[config.mk]
export PLATFORM = sky130hd
export DESIGN_NAME = rtc_shadow_regs
export DESIGN_NICKNAME = d
export VERILOG_FILES = /design/src/rtl/rtc_pkg.sv /design/src/rtl/rtc_bcd_field.sv /design/src/rtl/rtc_counter_chain.sv /design/src/rtl/rtc_shadow_regs.sv
export SDC_FILE = /design/constraint.sdc
export NUM_CORES = 1
export LEC_CHECK = 0
export BUFFER_PORTS_ARGS = -buffer_cell sky130_fd_sc_hd__buf_2
export CAP_MARGIN = 20
export CORE_MARGIN = 3
export CORE_UTILIZATION = 69
export DETAILED_ROUTE_END_ITERATION = 10
export PLACE_DENSITY = 0.89
export SLEW_MARGIN = 20
export SYNTH_ARGS = -nofsm -noshare
export SYNTH_HDL_FRONTEND = slang
export SYNTH_HIERARCHICAL = 1
export SYNTH_SLANG_ARGS = --single-unit
[constraint.sdc]
create_clock -name clk_i -period 5.05 [get_ports clk_i]
set_input_delay 1.01 -clock clk_i [delete_from_list [all_inputs] [get_ports clk_i]]
set_output_delay 1.01 -clock clk_i [all_outputs]
set_load 0.005 [all_outputs]
[src/rtl/rtc_pkg.sv]
package rtc_pkg;
  localparam int NUM_FIELDS = 8;
  localparam int F_SEC  = 0;
  localparam int F_MIN  = 1;
  localparam int F_HOUR = 2;
  localparam int F_DAY  = 3;
  localparam int F_DATE = 4;
  localparam int F_MON  = 5;
  localparam int F_YEAR = 6;
  localparam int F_CENT = 7;

  localparam logic [3:0] ADDR_CTRL = 4'd8;
  localparam logic [3:0] ADDR_SEC  = 4'd9;
  localparam logic [3:0] ADDR_CENT = 4'd1;

  typedef logic [NUM_FIELDS-1:0][7:0] rtc_time_t;

  function automatic logic [7:0] bcd_inc(input logic [7:0] v);
    if (v[3:0] == 4'd9) bcd_inc = {v[7:4] + 4'd1, 4'd0};
    else                bcd_inc = {v[7:4], v[3:0] + 4'd1};
  endfunction

  function automatic logic year_is_leap(input logic [7:0] y);
    logic [6:0] bin;
    bin = {3'b0, y[7:4]} * 7'd10 + {3'b0, y[3:0]};
    year_is_leap = (bin[1:0] == 2'b00);
  endfunction

  function automatic logic [7:0] month_last(input logic [7:0] m, input logic [7:0] y);
    case (m)
      8'h02:                      month_last = year_is_leap(y) ? 8'h29 : 8'h28;
      8'h04, 8'h06, 8'h09, 8'h11: month_last = 8'h30;
      default:                    month_last = 8'h31;
    endcase
  endfunction

  function automatic logic [7:0] field_min(input int f);
    field_min = (f == F_DAY || f == F_DATE || f == F_MON) ? 8'h01 : 8'h00;
  endfunction

  function automatic logic [7:0] field_max(input int f);
    case (f)
      F_SEC, F_MIN:   field_max = 8'h59;
      F_HOUR:         field_max = 8'h23;
      F_DAY:          field_max = 8'h07;
      F_DATE:         field_max = 8'h31;
      F_MON:          field_max = 8'h12;
      default:        field_max = 8'h99;
    endcase
  endfunction

  function automatic logic [7:0] field_mask(input int f);
    case (f)
      F_SEC, F_MIN:   field_mask = 8'h7F;
      F_HOUR, F_DATE: field_mask = 8'h3F;
      F_DAY:          field_mask = 8'h07;
      F_MON:          field_mask = 8'h1F;
      default:        field_mask = 8'hFF;
    endcase
  endfunction

  // address -> field index; -1 when not a time register
  function automatic int addr_field(input logic [3:0] a);
    if (a == ADDR_CENT) addr_field = F_CENT;
    else if (a >= ADDR_SEC) addr_field = int'(a) - int'(ADDR_SEC);
    else addr_field = -1;
  endfunction
endpackage

[src/rtl/rtc_bcd_field.sv]
module rtc_bcd_field #(
  parameter logic [7:0] MIN_VAL = 8'h00,
  parameter logic [7:0] RST_VAL = 8'h00
) (
  input  logic       clk_i,
  input  logic       rst_ni,
  input  logic       inc_i,
  input  logic       load_i,
  input  logic [7:0] load_val_i,
  input  logic [7:0] max_i,
  output logic [7:0] val_o,
  output logic       at_max_o
);
  import rtc_pkg::*;

  logic [7:0] val_q;

  always_ff @(posedge clk_i or negedge rst_ni) begin
    if (!rst_ni)     val_q <= RST_VAL;
    else if (load_i) val_q <= load_val_i;
    else if (inc_i)  val_q <= (val_q == max_i) ? MIN_VAL : bcd_inc(val_q);
  end

  assign val_o    = val_q;
  assign at_max_o = (val_q == max_i);


  wrap_to_min_chk: assert property (@(posedge clk_i) disable iff (!rst_ni)
    (inc_i && !load_i && val_q == max_i) |=> (val_q == MIN_VAL));
endmodule

[src/rtl/rtc_counter_chain.sv]
module rtc_counter_chain #(
  parameter logic [7:0] RST_CENTURY = 8'h20
) (
  input  logic               clk_i,
  input  logic               rst_ni,
  input  logic               adv_i,
  input  logic               load_i,
  input  rtc_pkg::rtc_time_t load_val_i,
  output rtc_pkg::rtc_time_t time_o
);
  import rtc_pkg::*;

  logic [NUM_FIELDS-1:0]      at_max;
  logic [NUM_FIELDS-1:0]      inc;
  logic [NUM_FIELDS-1:0][7:0] max_v;

  // carry terms built only from at_max flags, so no combinational loop
  logic c_min, c_hour, c_day, c_mon, c_year, c_cent;
  assign c_min  = adv_i  & at_max[F_SEC];
  assign c_hour = c_min  & at_max[F_MIN];
  assign c_day  = c_hour & at_max[F_HOUR];
  assign c_mon  = c_day  & at_max[F_DATE];
  assign c_year = c_mon  & at_max[F_MON];
  assign c_cent = c_year & at_max[F_YEAR];
  assign inc = {c_cent, c_year, c_mon, c_day, c_day, c_hour, c_min, adv_i};

  for (genvar i = 0; i < NUM_FIELDS; i++) begin : g_field
    localparam logic [7:0] RST_V = (i == F_CENT) ? RST_CENTURY : field_min(i);
    if (i == F_DATE) begin : g_dyn
      assign max_v[i] = month_last(time_o[F_MON], time_o[F_YEAR]);
    end else begin : g_fix
      assign max_v[i] = field_max(i);
    end
    rtc_bcd_field #(.MIN_VAL(field_min(i)), .RST_VAL(RST_V)) u_fld (
      .clk_i, .rst_ni,
      .inc_i(inc[i]), .load_i,
      .load_val_i(load_val_i[i]),
      .max_i(max_v[i]),
      .val_o(time_o[i]),
      .at_max_o(at_max[i])
    );
  end


  hold_when_idle_chk: assert property (@(posedge clk_i) disable iff (!rst_ni)
    (!adv_i && !load_i) |=> $stable(time_o));

  load_takes_chk: assert property (@(posedge clk_i) disable iff (!rst_ni)
    load_i |=> (time_o == $past(load_val_i)));
endmodule

[src/rtl/rtc_shadow_regs.sv]
module rtc_shadow_regs #(
  parameter logic [7:0] RST_CENTURY = 8'h20
) (
  input  logic       clk_i,
  input  logic       rst_ni,
  input  logic       tick_i,
  input  logic [3:0] addr_i,
  input  logic [7:0] wdata_i,
  input  logic       we_i,
  output logic [7:0] rdata_o
);
  import rtc_pkg::*;

  rtc_time_t cnt;
  rtc_time_t shadow_q;
  logic      read_q, write_q, stop_q, xfer_pend_q;
  logic      halt, commit, adv;
  int        wr_field;

  assign halt     = read_q | write_q;
  assign wr_field = addr_field(addr_i);
  assign commit   = we_i && (addr_i == ADDR_CTRL) && write_q && !wdata_i[7];
  assign adv      = tick_i && !stop_q;

  rtc_counter_chain #(.RST_CENTURY(RST_CENTURY)) u_chain (
    .clk_i, .rst_ni,
    .adv_i(adv),
    .load_i(commit),
    .load_val_i(shadow_q),
    .time_o(cnt)
  );

  always_ff @(posedge clk_i or negedge rst_ni) begin
    if (!rst_ni) begin
      read_q      <= 1'b0;
      write_q     <= 1'b0;
      stop_q      <= 1'b0;
      xfer_pend_q <= 1'b0;
    end else begin
      xfer_pend_q <= tick_i && !halt;
      if (we_i && addr_i == ADDR_CTRL) begin
        write_q <= wdata_i[7];
        read_q  <= wdata_i[6];
      end
      if (we_i && addr_i == ADDR_SEC) stop_q <= wdata_i[7];
    end
  end

  // a pending refresh always completes; it wins over a same-cycle bus write
  always_ff @(posedge clk_i or negedge rst_ni) begin
    if (!rst_ni) begin
      for (int i = 0; i < NUM_FIELDS; i++)
        shadow_q[i] <= (i == F_CENT) ? RST_CENTURY : field_min(i);
    end else if (xfer_pend_q) begin
      shadow_q <= cnt;
    end else if (we_i && write_q && wr_field >= 0) begin
      shadow_q[wr_field] <= wdata_i & field_mask(wr_field);
    end
  end

  always_comb begin
    rdata_o = 8'h00;
    if (addr_i == ADDR_CTRL)     rdata_o = {write_q, read_q, 6'b0};
    else if (addr_i == ADDR_SEC) rdata_o = {stop_q, shadow_q[F_SEC][6:0]};
    else if (wr_field >= 0)      rdata_o = shadow_q[wr_field];
  end


  refresh_complete_chk: assert property (@(posedge clk_i) disable iff (!rst_ni)
    xfer_pend_q |=> (shadow_q == $past(cnt)));

  shadow_locked_chk: assert property (@(posedge clk_i) disable iff (!rst_ni)
    (!write_q && !xfer_pend_q) |=> $stable(shadow_q));

  halt_no_refresh_chk: assert property (@(posedge clk_i) disable iff (!rst_ni)
    (halt && !tick_i) |=> !xfer_pend_q);

  stop_freezes_chk: assert property (@(posedge clk_i) disable iff (!rst_ni)
    (stop_q && !commit) |=> $stable(cnt));
endmodule

==> flow_summary.ini, run 1 <==
[global_routing]
grt_max_degree = 102
antenna_found_initial = 0
grt_pass1_wl_mm = 43.6
grt_pass1_vias = 8152
grtUsageTotal_pct = 34.6
grt_overflow = 0

[clock_tree]
htree_levels = 4
cts_tree = yes
cts_buffer_depth = 2
post_cts_resized = 0
path_clk_slew_ps = 60
clkLatencyLatePin_ps = 430
hold_buffers = 0
post_cts_buffers = 0
cts-root-buf = clkbuf_16
cts_num_sinks = 132
numCtsBuffers = 17

[timing]
tightest_slew_ps = 1100
rsz0062_at_grt = no
hold_viol = 0
max-slew-margin-rel_pct = 26.5
worst_slack_ps = 604
timing.final.crit_share_pct = 88.0
report.final.slew_viol_count = 0
setup_tns_ps = 0
timing.fmax_mhz = 225
fin_crit_ps = 4450
setup_viol = 0
finClkSkew_ps = 9.10

[place]
dp_hpwl_mm = 18.6
dp_worst_setup_slack_ps = 741
gp_congestion = 0.978
portBuffers = 23
place_area_um2 = 9920

[die]
io-pin-count = 24
row_count = 42
dieArea_um2 = 15500
die_w_um = 125
fp.coreArea_um2 = 13500
initial_utilization_pct = 71.8
die_height_um = 125

[layout]
final_util_pct = 78.5
area_delta_synth_final_pct = 9.26
final_design_area_no_fill_um2 = 10600
drive_gt1_share_pct = 12.3
final_nets = 1174
fillCellCount = 921
num_antenna_cells = 0

[worst_setup_path]
critPathBufInv = 3
end_kind = output pin
worstPathCellList = buf_2, inv_1, ha_1, or2_1, o41ai_4, o221ai_1, o211ai_1, buf_2
crit_fanout = 15
critical_path.max_stage_delay_ps = 530
crit_family = compound AO/OA/AOI/OAI gates
crit_top_cell = buf_2
arrival_ps = 3440
criticalPathCategory = in2out
crit_slowest_cell = o41ai_4
critPathRequiredTime_ps = 4040
startpoint_type = input port

[hold_path]
hold_path.class = reg2reg

[power_and_ir_drop]
p_per_area_nw_per_um2 = 345
peakVddDrop_mv = 0.276
finalPower_mw = 3.65
p_leak_nw = 4.35

[route]
drtIter0Drc = 1543
drc_errors = 0
avgRoutedWirePerCell_um = 20.7
drt_pass1_iterations = 5
vias = 9140
avgViaCountPerCell = 6.92
drtAntennaViolNets = 0
finalWirelength_mm = 27.3

[synthesis]
synth_warnings = 6
synthCells = 1093
avgSynthCellArea_um2 = 8.87
netlist_area_um2 = 9700

[flow_run]
cap_violations = 0

[outcome]
status = completed
==> stage by stage <==
step | hold slack (ps) | std cells
after floorplan | 424 | 1152
after global placement | 454 | 1289
after detailed placement | 476 | 1289
after CTS | 487 | 1321
after global routing | 519 | 1321
final | 475 | 1321
==> worst reg2reg max path, stage by stage, from the launching register on <==
cell and delay (ps):
dfrtp_1 520, xor2_1 270, o211ai_1 130, a2111o_1 480
xor2_1 190, nor4_2 290, and2_4 270, and3_1 450
and2_1 450, inv_1 240, nor4_1 270, o21ai_0 130
o211ai_1 130
==> per-layer routing <==
layer	vias to the layer above	GRT usage [%]	part of all wire (%)
met4	0	14.5	4.2
met2	611	51.3	45
met1	4389	48.8	40
met5	-	0	0
met3	104	8.02	10
li1	4036	-	-
==> flip-flops by register name (all words and copies together), names as in the netlist <==
name and flops:
shadow_q 64, u_chain/g_field.u_fld/val_o 64, read_q 1, stop_q 1, write_q 1, xfer_pend_q 1
==> cell type report <==
type	count	area, µm²	area share [%]
Clock buffer	23	478	4.51
Inverter	51	191	1.81
Multi-Input combinational cell	895	5970	56.3
Tap cell	176	220	2.08
Sequential cell	132	3310	31.3
Timing Repair Buffer	35	224	2.11
Clock inverter	9	198	1.87
==> cell usage in the layout (no fill, tap or decap), drive strengths merged, types with 9 or more instances in the layout <==
cell      n
mux2i    18
and3b     9
nand3b   10
nor2     61
nand2   132
nor2b    25
nor3     13
o211ai   32
nor3b    16
nand2b   16
buf      35
a31o      9
mux2     16
a221o    16
o221ai   22
xor2     66
a31oi    14
conb     61
nand4    16
o311ai   18
clkbuf   23
and2     24
nand3    24
nor4     27
a221oi   10
o41ai    10
a21oi    37
a22oi    13
ha       26
inv      48
o21ai    87
dfrtp   124
==> final timing paths <==
path                                              startpoint                                end  slack, ps  cells past startpoint
setup reg to reg           u_chain/g_field[6].u_fld/val_o[4]  u_chain/g_field[7].u_fld/val_o[7]       1120                     12
hold reg to reg                                       read_q                        xfer_pend_q        480                      1
setup / recovery                                   addr_i[0]                         rdata_o[5]        600                      8
max in group asynchronous                             rst_ni  u_chain/g_field[4].u_fld/val_o[0]       3370                      2
hold / removal                                        read_q                        xfer_pend_q        480                      1
min in group asynchronous                             rst_ni  u_chain/g_field[3].u_fld/val_o[2]        640                      1
==> power breakdown <==
part	switching, mW	internal, mW
Sequential	0.279	1.22
Clock	0.461	0.963
Combinational	0.410	0.315
Total	1.15	2.50
(Power assumes the default switching activity.)
==> run 2: changes to the inputs <==
- CAP_MARGIN: 20 -> 30
- CORE_UTILIZATION: 69 -> 64
- PLACE_DENSITY: 0.89 -> 0.83
- clock period: 5.05 -> 5.1 ns (I/O delays scaled with it)
==> run 2 against run 1 <==
  * Combinational power is 2% lower
  * Clock skew fell by 1.1 ps
  * Register-to-register slack improved by 20 ps
  * Cell count is 0.83% higher
  * Critical path type unchanged
  * Largest power group unchanged
  * Highest routed layer unchanged
==> flow_summary.ini, run 2 (synthesis results as in run 1) <==
[global_routing]
antenna_found_initial = 0
grt_pass1_wl_mm = 44.2
grtUsageTotal_pct = 33.6
grt_pass1_vias = 8448
grt_overflow = 0
grt_max_degree = 95

[die]
dieArea_um2 = 16700
fp.coreArea_um2 = 14700
initial_utilization_pct = 66.0
io-pin-count = 24
die_height_um = 129
die_w_um = 129
row_count = 44

[worst_setup_path]
criticalPathCategory = in2out
arrival_ps = 3380
startpoint_type = input port
cp-startpoint = addr_i[0]
reg2reg_from = u_chain/g_field[6].u_fld/val_o[4]
end_kind = output pin
crit_fanout = 13
critPathRequiredTime_ps = 4080

[layout]
area_delta_synth_final_pct = 9.15
layout_commonest_cell = dfrtp_1
layout_common_cells = dfrtp_1, nand2_1, o21ai_0
fillCellCount = 1135
final_nets = 1178
stdcell_count = 1332
num_antenna_cells = 0
drive_gt1_share_pct = 12.7

[power_and_ir_drop]
clkPwrFrac_pct = 37.4
switching_power_mw = 1.15
swShare_pct = 32.7
p_leak_nw = 4.35
intPower_mw = 2.37
p_per_area_nw_per_um2 = 333
p_comb_share_pct = 20.2
peakVddDrop_mv = 0.263
p_seq_share_pct = 42.4

[flow_run]
cap_violations = 0

[clock_tree]
post_cts_resized = 0
cts-root-buf = clkbuf_16
clkLatencyLatePin_ps = 440
numCtsBuffers = 17
cts_buffer_depth = 2
path_clk_slew_ps = 60
post_cts_buffers = 0
htree_levels = 4
hold_buffers = 0
cts_num_sinks = 132
cts_tree = yes

[route]
drtAntennaViolNets = 0
drc_errors = 0
drt_pass1_iterations = 6
avgRoutedWirePerCell_um = 20.5
drtIter0Drc = 1005
finalWirelength_mm = 27.3
avgViaCountPerCell = 6.66
vias = 8868

[place]
gp_congestion = 0.985
dp_hpwl_mm = 18.8
dp_worst_setup_slack_ps = 752
dp.cells = 1301
portBuffers = 23

[outcome]
status = completed

[timing]
setup_viol = 0
report.final.slew_viol_count = 0
max-slew-margin-rel_pct = 36.8
fin_crit_ps = 4400
hold_viol = 0
timing.fmax_mhz = 227
rsz0062_at_grt = no
tightest_slew_ps = 944
finClkSkew_ps = 7.96
worst_slack_ps = 699
setup_tns_ps = 0
timing.final.crit_share_pct = 86.3

[hold_path]
worst_hold_startpoint = read_q
hold_path.class = reg2reg
==> run 2: cell types whose count changed in the layout (fill, tap and decap cells not counted) <==
cell	before	now
buf_4	11	15
clkbuf_1	3	1
clkinv_2	2	5
clkinv_4	0	1
clkinvlp_4	1	0
bufinv_16	6	4
==> run 2: critical path, cell delays in order <==
cell and delay [ps]:
buf_2 200, inv_1 110, ha_1 670, buf_4 310, mux2_2 350, o32a_1 180
a22oi_1 190, o2111ai_1 170, buf_2 170
==> run 2: layout make-up <==
cell class              instances  area (µm²)  area share (%)
clock buffers                  21         470            4.44
repair buffers                 39         254            2.40
flip-flops and latches        132        3310            31.3
well taps                     184         230            2.17
inverters                      51         191            1.81
multi-input cells             895        5970            56.4
clock inverters                10         154            1.45
==> run 2: layer usage <==
layer / vias up / global-route usage (%) / share of wire (%)
li1: 4034 / - / -
met1: 4287 / 45.7 / 42
met2: 458 / 50.6 / 45
met3: 89 / 8.94 / 9.1
met4: 0 / 15.2 / 3.8
met5: - / 0 / 0
==> run 2: through the flow <==
| step | total power [mW] | hold WS (ps) | util [%] | instance area, µm² |
|---|---|---|---|---|
| floorplan | 1.94 | 424 | - | 9920 |
| global placement | 2.16 | 461 | 67.7 | 9950 |
| detailed placement | 2.19 | 468 | 67.8 | 9960 |
| CTS | 3.52 | 476 | 72.0 | 10600 |
| global route | 3.67 | 497 | 72.0 | 10600 |
| finish | 3.53 | 481 | 72.0 | 10600 |
==> run 2: path summary, 6_finish.rpt <==
| path | to | slack, ps | depth (start not counted) |
|---|---|---|---|
| setup / recovery | rdata_o[7] | 700 | 9 |
| hold / removal | xfer_pend_q | 480 | 1 |
| setup reg to reg | u_chain/g_field[7].u_fld/val_o[7] | 1140 | 12 |
| hold reg to reg | xfer_pend_q | 480 | 1 |
| max in group asynchronous | xfer_pend_q | 3350 | 2 |
| min in group asynchronous | u_chain/g_field[3].u_fld/val_o[4] | 660 | 1 |
==> run 2: power groups by stage <==
stage / sequential (mW) / clock, mW / combinational (mW)
2_1_floorplan: 1.35 / 0 / 0.586
3_3_place_gp: 1.50 / 0 / 0.666
3_5_place_dp: 1.50 / 0 / 0.694
4_1_cts: 1.48 / 1.33 / 0.702
5_1_grt: 1.51 / 1.37 / 0.791
6_report: 1.50 / 1.32 / 0.714
==> run 3: changes to the inputs <==
- CORE_UTILIZATION: 64 -> 50
- PLACE_DENSITY: 0.83 -> 0.68
==> run 3 against run 2 <==
  * First-iteration DRC count down 23%
  * Core utilization down 16 points
  * Clock skew down 1.3 ps
  * Maximum frequency up 0.56%
  * Largest cell class unchanged
==> flow_summary.ini, run 3 (synthesis results as in run 1) <==
[place]
dp_hpwl_mm = 18.7
place_area_um2 = 10100
portBuffers = 23
gp_congestion = 0.930
dp_worst_setup_slack_ps = 759

[route]
drtIter0Drc = 773
drt_pass1_iterations = 5
finalWirelength_mm = 26.9
vias = 8497
drc_errors = 0
avgViaCountPerCell = 6.04
drtAntennaViolNets = 0
avgRoutedWirePerCell_um = 19.1

[die]
die_height_um = 145
die_w_um = 145
fp.coreArea_um2 = 18900
row_count = 50
io-pin-count = 24
initial_utilization_pct = 51.3
dieArea_um2 = 21100

[timing]
setup_tns_ps = 0
tightest_slew_ps = 972
fin_crit_ps = 4380
rsz0062_at_grt = no
timing.fmax_mhz = 228
worst_slack_ps = 723
setup_viol = 0
finClkSkew_ps = 6.66
report.final.slew_viol_count = 0
max-slew-margin-rel_pct = 35.0
timing.final.crit_share_pct = 85.8
hold_viol = 0

[clock_tree]
cts-root-buf = clkbuf_16
numCtsBuffers = 17
post_cts_buffers = 0
clkLatencyLatePin_ps = 420
post_cts_resized = 0
htree_levels = 4
path_clk_slew_ps = 60
cts_tree = yes
cts_buffer_depth = 2
hold_buffers = 0
cts_num_sinks = 132

[layout]
fillCellCount = 1754
area_delta_synth_final_pct = 9.88
final_nets = 1175
drive_gt1_share_pct = 12.5
layout_common_cells = dfrtp_1, nand2_1, o21ai_0
num_antenna_cells = 0
final_design_area_no_fill_um2 = 10700
layout_commonest_cell = dfrtp_1

[power_and_ir_drop]
p_seq_share_pct = 43.4
switching_power_mw = 1.14
clkPwrFrac_pct = 36.4
finalPower_mw = 3.46
p_per_area_nw_per_um2 = 325
p_leak_nw = 4.32
p_comb_share_pct = 20.2
peakVddDrop_mv = 0.258
intPower_mw = 2.33
swShare_pct = 32.8

[worst_setup_path]
crit_fanout = 21
end_kind = output pin
critical_path.max_stage_delay_ps = 370
worstPathCellList = buf_2, inv_1, ha_1, buf_4, o31a_1, nand3_2, o221ai_1, o221ai_1, buf_2
startpoint_type = input port
arrival_ps = 3360
criticalPathCategory = in2out
crit_slowest_cell = ha_1
critPathRequiredTime_ps = 4080

[global_routing]
grt_max_degree = 83
grt_pass1_vias = 8016
grtUsageTotal_pct = 25.6
grt_pass1_wl_mm = 44.0
antenna_found_initial = 0
grt_overflow = 0

[hold_path]
hold_path.class = reg2reg

[flow_run]
cap_violations = 0

[outcome]
status = completed
-- run 3: cell types whose count changed in the layout (fill, tap and decap cells not counted), sizes merged --
cell      delta
clkbuf       +1
clkinv       -1
bufinv       -1
buf          -3
clkinvlp     +2
-- run 3: worst max-delay path: cells and delay by family --
family          cells  cell delay (ps)
simple gates        1              350
buf+inv             4              810
fa+ha+maj           1              370
compound gates      3              780
-- run 3: layout make-up --
class | instances | area [µm²] | area share [%]
flip-flops and latches | 132 | 3320 | 31.1
clock buffers | 22 | 474 | 4.45
repair buffers | 36 | 248 | 2.32
clock inverters | 10 | 130 | 1.22
multi-input cells | 895 | 5970 | 56.0
well taps | 260 | 325 | 3.05
inverters | 51 | 191 | 1.80
-- run 3: worst paths after layout --
check,cells past startpoint,slack (ps),endpoint,start
setup / recovery,9,720,rdata_o[6],addr_i[0]
hold / removal,1,470,xfer_pend_q,read_q
setup reg to reg,12,1320,u_chain/g_field[7].u_fld/val_o[7],u_chain/g_field[5].u_fld/val_o[4]
hold reg to reg,1,470,xfer_pend_q,read_q
max in group asynchronous,2,3540,u_chain/g_field[7].u_fld/val_o[5],rst_ni
min in group asynchronous,1,650,shadow_q[39],rst_ni
-- run 3: metal layers --
metal,vias to the layer above,GRT usage [%],part of all wire [%],wire (µm)
met4,0,10.1,3.1,826
li1,4047,-,-,-
met5,-,0,0,0
met1,4114,37.7,47,12700
met3,50,4.31,5.8,1560
met2,286,37.6,44,11800
-- run 3: stage by stage --
stage	hold slack, ps	cells	util, %
after floorplan	424	1152	-
after global placement	445	1373	53.1
after detailed placement	468	1374	53.2
after CTS	476	1406	56.4
after global routing	487	1406	56.4
final	469	1406	56.4
-- run 3: power groups by stage --
stage                     sequential, mW  clock [mW]  combinational (mW)
after CTS                           1.49        1.28               0.693
after detailed placement            1.51           0               0.687
after floorplan                     1.35           0               0.586
final                               1.50        1.26               0.698
after global placement              1.51           0               0.671
after global routing                1.52        1.32               0.784
